### config.mk
export PLATFORM = sky130hd
export DESIGN_NAME = pci_tgt_decode
export DESIGN_NICKNAME = d
export VERILOG_FILES = /design/src/rtl/pci_tgt_pkg.sv /design/src/rtl/pci_tgt_window.sv /design/src/rtl/pci_tgt_cfg.sv /design/src/rtl/pci_tgt_seq.sv /design/src/rtl/pci_tgt_decode.sv
export SDC_FILE = /design/constraint.sdc
export NUM_CORES = 1
export LEC_CHECK = 0
export BUFFER_PORTS_ARGS = -buffer_cell sky130_fd_sc_hd__buf_2
export CORE_UTILIZATION = 53
export CTS_CLUSTER_SIZE = 8
export DETAILED_ROUTE_END_ITERATION = 10
export HOLD_SLACK_MARGIN = 0.08
export PLACE_DENSITY = 0.84
export SYNTH_ARGS = -nofsm -noshare
export SYNTH_HDL_FRONTEND = slang
export SYNTH_SLANG_ARGS = --single-unit
### constraint.sdc
create_clock -name clk -period 4.2 [get_ports clk]
set_input_delay 0.63 -clock clk [delete_from_list [all_inputs] [get_ports clk]]
set_output_delay 0.63 -clock clk [all_outputs]
set_load 0.02 [all_outputs]
### src/rtl/pci_tgt_pkg.sv
// Shared definitions for the PCI target decoder: bus command codes and the
// sequencer state type. Assumes the standard 4-bit PCI command encoding.
package pci_tgt_pkg;

    localparam logic [3:0] CMD_MEM_RD = 4'b0110;
    localparam logic [3:0] CMD_MEM_WR = 4'b0111;
    localparam logic [3:0] CMD_CFG_RD = 4'b1010;
    localparam logic [3:0] CMD_CFG_WR = 4'b1011;

    localparam int CFG_IDX_W = 6;

    typedef enum logic [2:0] {
        ST_IDLE,
        ST_DECODE,
        ST_WAIT,
        ST_CLAIM,
        ST_DATA,
        ST_BUSY
    } tgt_state_e;

endpackage

### src/rtl/pci_tgt_window.sv
// Combinational hit logic for the latched address phase. Compares the upper
// address field with the window base, recognises configuration cycles and
// picks the half of the window. Assumes inputs are stable after the latch.
module pci_tgt_window
    import pci_tgt_pkg::*;
#(
    parameter int ADDR_W   = 32,
    parameter int WIN_BITS = 22,
    localparam int BASE_W  = ADDR_W - WIN_BITS
) (
    input  logic [ADDR_W-1:0] addr,
    input  logic [3:0]        cmd,
    input  logic              idsel,
    input  logic [BASE_W-1:0] base,
    output logic              hit_mem,
    output logic              hit_cfg,
    output logic              upper_half
);

    logic is_mem_cmd;
    logic is_cfg_cmd;

    // Classify the command and compare the address against the window.
    always_comb begin
        is_mem_cmd = (cmd == CMD_MEM_RD) || (cmd == CMD_MEM_WR);
        is_cfg_cmd = (cmd == CMD_CFG_RD) || (cmd == CMD_CFG_WR);
        hit_mem    = is_mem_cmd && (addr[ADDR_W-1:WIN_BITS] == base);
        hit_cfg    = is_cfg_cmd && idsel && (addr[1:0] == 2'b00);
        upper_half = addr[WIN_BITS-1];
    end

endmodule

### src/rtl/pci_tgt_cfg.sv
// Minimal configuration header: ID dword, command/status dword with memory
// response and bus mastering enabled, and the window base register whose low
// bits read as zero to report the window size. Assumes writes are single dword.
module pci_tgt_cfg
    import pci_tgt_pkg::*;
#(
    parameter int          ADDR_W    = 32,
    parameter int          WIN_BITS  = 22,
    parameter logic [15:0] VENDOR_ID = 16'h1D0F,
    parameter logic [15:0] DEVICE_ID = 16'h4802,
    localparam int         BASE_W    = ADDR_W - WIN_BITS
) (
    input  logic                 clk,
    input  logic                 rst_n,
    input  logic                 we,
    input  logic [CFG_IDX_W-1:0] idx,
    input  logic [ADDR_W-1:0]    wdata,
    output logic [BASE_W-1:0]    base,
    output logic [ADDR_W-1:0]    rdata
);

    localparam logic [CFG_IDX_W-1:0] IDX_ID   = 'd0;
    localparam logic [CFG_IDX_W-1:0] IDX_CMD  = 'd1;
    localparam logic [CFG_IDX_W-1:0] IDX_BASE = 'd4;

    logic [BASE_W-1:0] base_q;

    // Window base register, loaded by a configuration write to its dword.
    always_ff @(posedge clk) begin
        if (!rst_n)
            base_q <= '0;
        else if (we && idx == IDX_BASE)
            base_q <= wdata[ADDR_W-1:WIN_BITS];
    end

    // Read mux over the implemented header dwords.
    always_comb begin
        case (idx)
            IDX_ID:   rdata = ADDR_W'({DEVICE_ID, VENDOR_ID});
            IDX_CMD:  rdata = ADDR_W'(32'h0000_0006);
            IDX_BASE: rdata = {base_q, {WIN_BITS{1'b0}}};
            default:  rdata = '0;
        endcase
    end

    assign base = base_q;

    assert_base_holds_R9: assert property (@(posedge clk) disable iff (!rst_n)
        !we |=> $stable(base_q));

endmodule

### src/rtl/pci_tgt_seq.sv
// Transaction sequencer: latches the address phase, waits one decode cycle,
// claims with medium DEVSEL# timing, gates TRDY# on port ready and releases
// both after the single data phase. Assumes single-data-phase initiators.
module pci_tgt_seq
    import pci_tgt_pkg::*;
#(
    parameter int ADDR_W   = 32,
    parameter int WIN_BITS = 22,
    localparam int BE_W    = ADDR_W / 8
) (
    input  logic              clk,
    input  logic              rst_n,
    input  logic              frame_n,
    input  logic              irdy_n,
    input  logic              idsel,
    input  logic [ADDR_W-1:0] ad,
    input  logic [BE_W-1:0]   cbe_n,
    input  logic              hit_mem,
    input  logic              hit_cfg,
    input  logic              upper_half,
    input  logic              port_ready,
    output logic [ADDR_W-1:0] addr_q,
    output logic [3:0]        cmd_q,
    output logic              idsel_q,
    output logic              devsel_n,
    output logic              trdy_n,
    output logic              dram_sel,
    output logic              reg_sel,
    output logic              write,
    output logic [BE_W-1:0]   byte_en,
    output logic              strobe,
    output logic              cfg_we
);

    tgt_state_e state_q;
    logic       cfg_q;

    // Address-phase latch, taken on the first edge that sees FRAME# low.
    always_ff @(posedge clk) begin
        if (!rst_n) begin
            addr_q  <= '0;
            cmd_q   <= '0;
            idsel_q <= 1'b0;
        end else if (state_q == ST_IDLE && !frame_n) begin
            addr_q  <= ad;
            cmd_q   <= cbe_n[3:0];
            idsel_q <= idsel;
        end
    end

    // State, claim handshake and port control.
    always_ff @(posedge clk) begin
        if (!rst_n) begin
            state_q  <= ST_IDLE;
            devsel_n <= 1'b1;
            trdy_n   <= 1'b1;
            dram_sel <= 1'b0;
            reg_sel  <= 1'b0;
            cfg_q    <= 1'b0;
            write    <= 1'b0;
            byte_en  <= '0;
            strobe   <= 1'b0;
        end else begin
            strobe <= 1'b0;
            case (state_q)
                ST_IDLE:   if (!frame_n) state_q <= ST_DECODE;
                ST_DECODE: begin
                    dram_sel <= hit_mem && !upper_half;
                    reg_sel  <= hit_mem && upper_half;
                    cfg_q    <= hit_cfg;
                    write    <= cmd_q[0];
                    state_q  <= (hit_mem || hit_cfg) ? ST_WAIT : ST_BUSY;
                end
                ST_WAIT: begin
                    devsel_n <= 1'b0;
                    state_q  <= ST_CLAIM;
                end
                ST_CLAIM: if (port_ready || cfg_q) begin
                    trdy_n  <= 1'b0;
                    byte_en <= ~cbe_n;
                    strobe  <= dram_sel || reg_sel;
                    state_q <= ST_DATA;
                end
                ST_DATA: if (!irdy_n) begin
                    devsel_n <= 1'b1;
                    trdy_n   <= 1'b1;
                    dram_sel <= 1'b0;
                    reg_sel  <= 1'b0;
                    cfg_q    <= 1'b0;
                    state_q  <= frame_n ? ST_IDLE : ST_BUSY;
                end
                ST_BUSY:   if (frame_n && irdy_n) state_q <= ST_IDLE;
                default:   state_q <= ST_IDLE;
            endcase
        end
    end

    // Configuration header write at data-phase completion.
    always_comb cfg_we = (state_q == ST_DATA) && !irdy_n && cfg_q && write;

    assert_medium_devsel_R5: assert property (@(posedge clk) disable iff (!rst_n)
        $fell(devsel_n) |-> $past(state_q) == ST_WAIT);
    assert_trdy_within_claim_R6: assert property (@(posedge clk) disable iff (!rst_n)
        !trdy_n |-> !devsel_n);
    assert_release_together_R7: assert property (@(posedge clk) disable iff (!rst_n)
        $rose(devsel_n) |-> $rose(trdy_n));
    assert_single_target_R3: assert property (@(posedge clk) disable iff (!rst_n)
        !(dram_sel && reg_sel));
    assert_strobe_pulse_R11: assert property (@(posedge clk) disable iff (!rst_n)
        strobe |=> !strobe);

endmodule

### src/rtl/pci_tgt_decode.sv
// Top of the PCI target decoder. Wires the sequencer, the window compare and
// the configuration header together and exposes the back-end port. Assumes
// the bus is idle when reset is released.
module pci_tgt_decode
    import pci_tgt_pkg::*;
#(
    parameter int          ADDR_W    = 32,
    parameter int          WIN_BITS  = 22,
    parameter logic [15:0] VENDOR_ID = 16'h1D0F,
    parameter logic [15:0] DEVICE_ID = 16'h4802,
    localparam int         BASE_W    = ADDR_W - WIN_BITS,
    localparam int         OFS_W     = WIN_BITS - 1,
    localparam int         BE_W      = ADDR_W / 8
) (
    input  logic              clk,
    input  logic              rst_n,
    input  logic              frame_n,
    input  logic              irdy_n,
    input  logic              idsel,
    input  logic [ADDR_W-1:0] ad,
    input  logic [BE_W-1:0]   cbe_n,
    output logic              devsel_n,
    output logic              trdy_n,
    output logic [ADDR_W-1:0] cfg_rdata,
    output logic              tgt_dram_sel,
    output logic              tgt_reg_sel,
    output logic [OFS_W-1:0]  tgt_offset,
    output logic [BE_W-1:0]   tgt_byte_en,
    output logic              tgt_write,
    output logic              tgt_strobe,
    input  logic              tgt_ready
);

    logic [ADDR_W-1:0] addr_q;
    logic [3:0]        cmd_q;
    logic              idsel_q;
    logic              hit_mem;
    logic              hit_cfg;
    logic              upper_half;
    logic [BASE_W-1:0] base;
    logic              cfg_we;

    pci_tgt_seq #(.ADDR_W(ADDR_W), .WIN_BITS(WIN_BITS)) u_seq (
        .clk        (clk),
        .rst_n      (rst_n),
        .frame_n    (frame_n),
        .irdy_n     (irdy_n),
        .idsel      (idsel),
        .ad         (ad),
        .cbe_n      (cbe_n),
        .hit_mem    (hit_mem),
        .hit_cfg    (hit_cfg),
        .upper_half (upper_half),
        .port_ready (tgt_ready),
        .addr_q     (addr_q),
        .cmd_q      (cmd_q),
        .idsel_q    (idsel_q),
        .devsel_n   (devsel_n),
        .trdy_n     (trdy_n),
        .dram_sel   (tgt_dram_sel),
        .reg_sel    (tgt_reg_sel),
        .write      (tgt_write),
        .byte_en    (tgt_byte_en),
        .strobe     (tgt_strobe),
        .cfg_we     (cfg_we)
    );

    pci_tgt_window #(.ADDR_W(ADDR_W), .WIN_BITS(WIN_BITS)) u_window (
        .addr       (addr_q),
        .cmd        (cmd_q),
        .idsel      (idsel_q),
        .base       (base),
        .hit_mem    (hit_mem),
        .hit_cfg    (hit_cfg),
        .upper_half (upper_half)
    );

    pci_tgt_cfg #(
        .ADDR_W(ADDR_W), .WIN_BITS(WIN_BITS),
        .VENDOR_ID(VENDOR_ID), .DEVICE_ID(DEVICE_ID)
    ) u_cfg (
        .clk   (clk),
        .rst_n (rst_n),
        .we    (cfg_we),
        .idx   (addr_q[CFG_IDX_W+1:2]),
        .wdata (ad),
        .base  (base),
        .rdata (cfg_rdata)
    );

    // Offset is the low part of the latched address.
    assign tgt_offset = addr_q[OFS_W-1:0];

    assert_ignored_cmd_R10: assert property (@(posedge clk) disable iff (!rst_n)
        $fell(devsel_n) |-> (cmd_q[3:1] == 3'b011) || (cmd_q[3:1] == 3'b101));

endmodule

==> out/qor.yml <==
outcome: "finished, final reports clean"
finClkSkew_ps: 9.100
drt_iter0_drc: 133
antenna_found_initial: 0
port_buffers: 91
grt_pass1_vias: 2113
io_pins: 105
post-place-ws_ps: 1778
clkTransAtPathRegs_ps: 70
power.density_nw_per_um2: 586.6
cp-start-kind: "flop"
fin_ws_ps: 1443
combPwrFrac_pct: 30.3
num_rows: 26
slew_viol_final: 0
ys_types: 44
hold_violations: 0
worstMarginPinSlew_ps: 1018
cts_setup_buffers: 0
synth_area_per_cell_um2: 8.238
cp_top_family: "simple AND/OR/NAND/NOR gates"
max_cap_viol_count: 0
slowest_delay_ps: 580
rsz0062_at_grt: "no"
place_congestion: 0.8375
setup_violations: 0
vias: 2407
fin_tns_setup_ps: 0
drtAntennaViolNets: 0
synth_top_area_share_pct: 42.84
cts_hold_buf: 0
cellLeakagePower_nw: 1.512
overflow: 0
fp.dieW_um: 75.34
synth-edff-count: 0
cts.path.max_buffers: 2
grt_pass1_wl_mm: 9.252
drc: 0
sequentialPowerShare_pct: 37.5
ys_ff_latch: 61
net-switching-power_mw: 0.6977
hold_slack_ps: 451.8
nNetsFinal: 447
synth_area_um2: 2850
synth_top_flop_cell: "dfxtp_1"
post-route-period-util_pct: 65.65
syn_inst: 346
power.internal_mw: 1.245
clk_latency_ps: 340
slew_headroom_pct: 31.66
clkPwrFrac_pct: 32.2
syn2layout_area_growth_pct: 16.20
hp-class: "flop to flop"
worstPathMaxFanout: 10
placed_cells: 464
path_class: "flop to primary output"
drt_pass1_iterations: 4
ir_drop_mv: 0.3859
grt_usage_pct: 22.13
cts_resized: 0
switching_share_pct: 35.91
cp-end-kind: "primary output"
yosysTopAreaCell: "dfxtp_1"
cts_made_buffers: 9
cts_tree: "yes"
timing.rr.start: "u_seq.state_q[2]"
initial_core_util_pct: 55.45
dpl.hpwl_mm: 4.169
path_cells: "or4_4, nor2_1, and2_1, buf_2"
antennaDiodeCount: 0
core-area_um2: 5140
drive_gt1_share_pct: 28.54
synthArstFlopShare_pct: 0
die_area_um2: 5675
grt_max_degree: 57
synth_area_leaders: "dfxtp_1, buf_4, nand2_1"
crit_arrival_ps: 2130
vias_per_cell: 5.015
rrSetupSlack_ps: 1870
finalNonFillerCells: 480
crit_cells: 4
reg2reg_to: "u_cfg.base[1]"
crit_path_start: "u_seq.addr_q[3]"
wl_per_cell_um: 12.83
worstPathRequired_ps: 3570
yosys_warnings: 0
clock-sinks: 61
yosysSeqAreaShare_pct: 42.84
fmax_mhz: 362.7
cp_num_buf_inv: 1
drt_wl_total_mm: 6.157
cp_slowest_cell: "or4_4"
fill_cells: 480
die_h_um: 75.34
h-tree-depth: 3
final.min_clock_period_ps: 2757
crit_path_end: "cfg_rdata[22]"
clockRootBuffer: "clkbuf_8"
reg2reg_depth: 4
==> cell usage after synthesis (2+ instances only) <==
master and instances:
mux2i_1 11, and2_1 9, clkbuf_1 11, nand3_1 4, nand2_1 83, a21o_1 3, xor2_1 9, nor2_1 17
nor3_1 6, nor4_4 2, nor2b_1 2, dfxtp_1 61, buf_2 3, a211oi_1 3, inv_1 4, buf_4 42
a21oi_1 41, nand2b_1 2, or3b_2 2, o21ai_0 5, nand4_1 2, or4_1 2
==> power by group through the flow <==
stage               registers, mW  clock network, mW  logic (mW)
floorplan                   0.709                  0       0.546
global placement            0.735                  0       0.582
detailed placement          0.739                  0       0.590
CTS                         0.727              0.639       0.594
global route                0.738              0.667       0.646
finish                      0.728              0.626       0.588
==> flip-flops by register name, summed over array words and instances, names as in the netlist <==
name,cells
u_seq.devsel_n,1
u_seq.byte_en,4
u_seq.cfg_q,1
u_seq.cmd_q,4
u_seq.strobe,1
u_seq.trdy_n,1
u_seq.dram_sel,1
u_seq.idsel_q,1
u_seq.reg_sel,1
u_seq.state_q,3
u_cfg.base,10
u_seq.addr_q,32
u_seq.write,1
==> routing by layer <==
metal / GRT usage [%] / vias up / share of wire (%)
li1: - / 1212 / -
met4: 11.93 / 0 / 1.6
met2: 36.61 / 78 / 48
met3: 4.762 / 9 / 5.5
met1: 27.04 / 1108 / 45
met5: 0 / - / 0
==> cell type report <==
class | instances | area (um2) | share of cell area, %
Clock buffer | 9 | 123.9 | 3.740
Tap cell | 70 | 87.58 | 2.645
Sequential cell | 61 | 1221 | 36.87
Inverter | 4 | 15.01 | 0.4533
Clock inverter | 7 | 113.9 | 3.438
Multi-Input combinational cell | 235 | 1272 | 38.42
Timing Repair Buffer | 94 | 478.0 | 14.43
==> through the flow <==
stage               instance area, um2  power, mW  utilization [%]
floorplan                         2895      1.255                -
global placement                  3074      1.317            59.81
detailed placement                3074      1.329            59.81
CTS                               3312      1.960            64.44
global route                      3312      2.051            64.44
finish                            3312      1.943            64.44
==> worst min-delay path, stage by stage, from the launching register on <==
cell and delay, ps:
dfxtp_1 310, nand2_1 50, a21oi_1 50
==> cell families after synthesis <==
family                    count (synthesis)  share of synthesized area [%]
other                                     1                         0.1316
and+or+nand+nor                         140                          23.75
AOI/OAI and AO/OA                        61                          12.25
muxes                                    11                          3.863
DFF                                      61                          42.84
xor gates and xnor gates                 10                          3.073
buffers and inverters                    62                          14.09
==> worst min-delay path by stage <==
| stage | from | end | slack (ps) | depth (start not counted) |
|---|---|---|---|---|
| after global routing | u_seq.addr_q[19] | u_seq.addr_q[19] | 470 | 2 |
| after global placement | u_seq.addr_q[19] | u_seq.addr_q[19] | 440 | 2 |
| after CTS | u_seq.addr_q[19] | u_seq.addr_q[19] | 450 | 2 |
| after detailed placement | u_seq.addr_q[19] | u_seq.addr_q[19] | 440 | 2 |
| after floorplan | u_seq.cmd_q[0] | u_seq.write | 430 | 2 |
| final | u_seq.addr_q[19] | u_seq.addr_q[19] | 450 | 2 |
==> placed cells by master (no fill, tap or decap), types with 4 or more instances in the layout <==
| master | n |
|---|---|
| buf_2 | 91 |
| nand2_1 | 83 |
| dfxtp_1 | 61 |
| a21oi_1 | 41 |
| nor2_1 | 17 |
| conb_1 | 13 |
| mux2i_1 | 11 |
| and2_1 | 9 |
| xor2_1 | 9 |
| clkbuf_8 | 9 |
| nor3_1 | 6 |
| o21ai_0 | 5 |
| inv_1 | 4 |
| nand3_1 | 4 |
(Power assumes the default switching activity.)
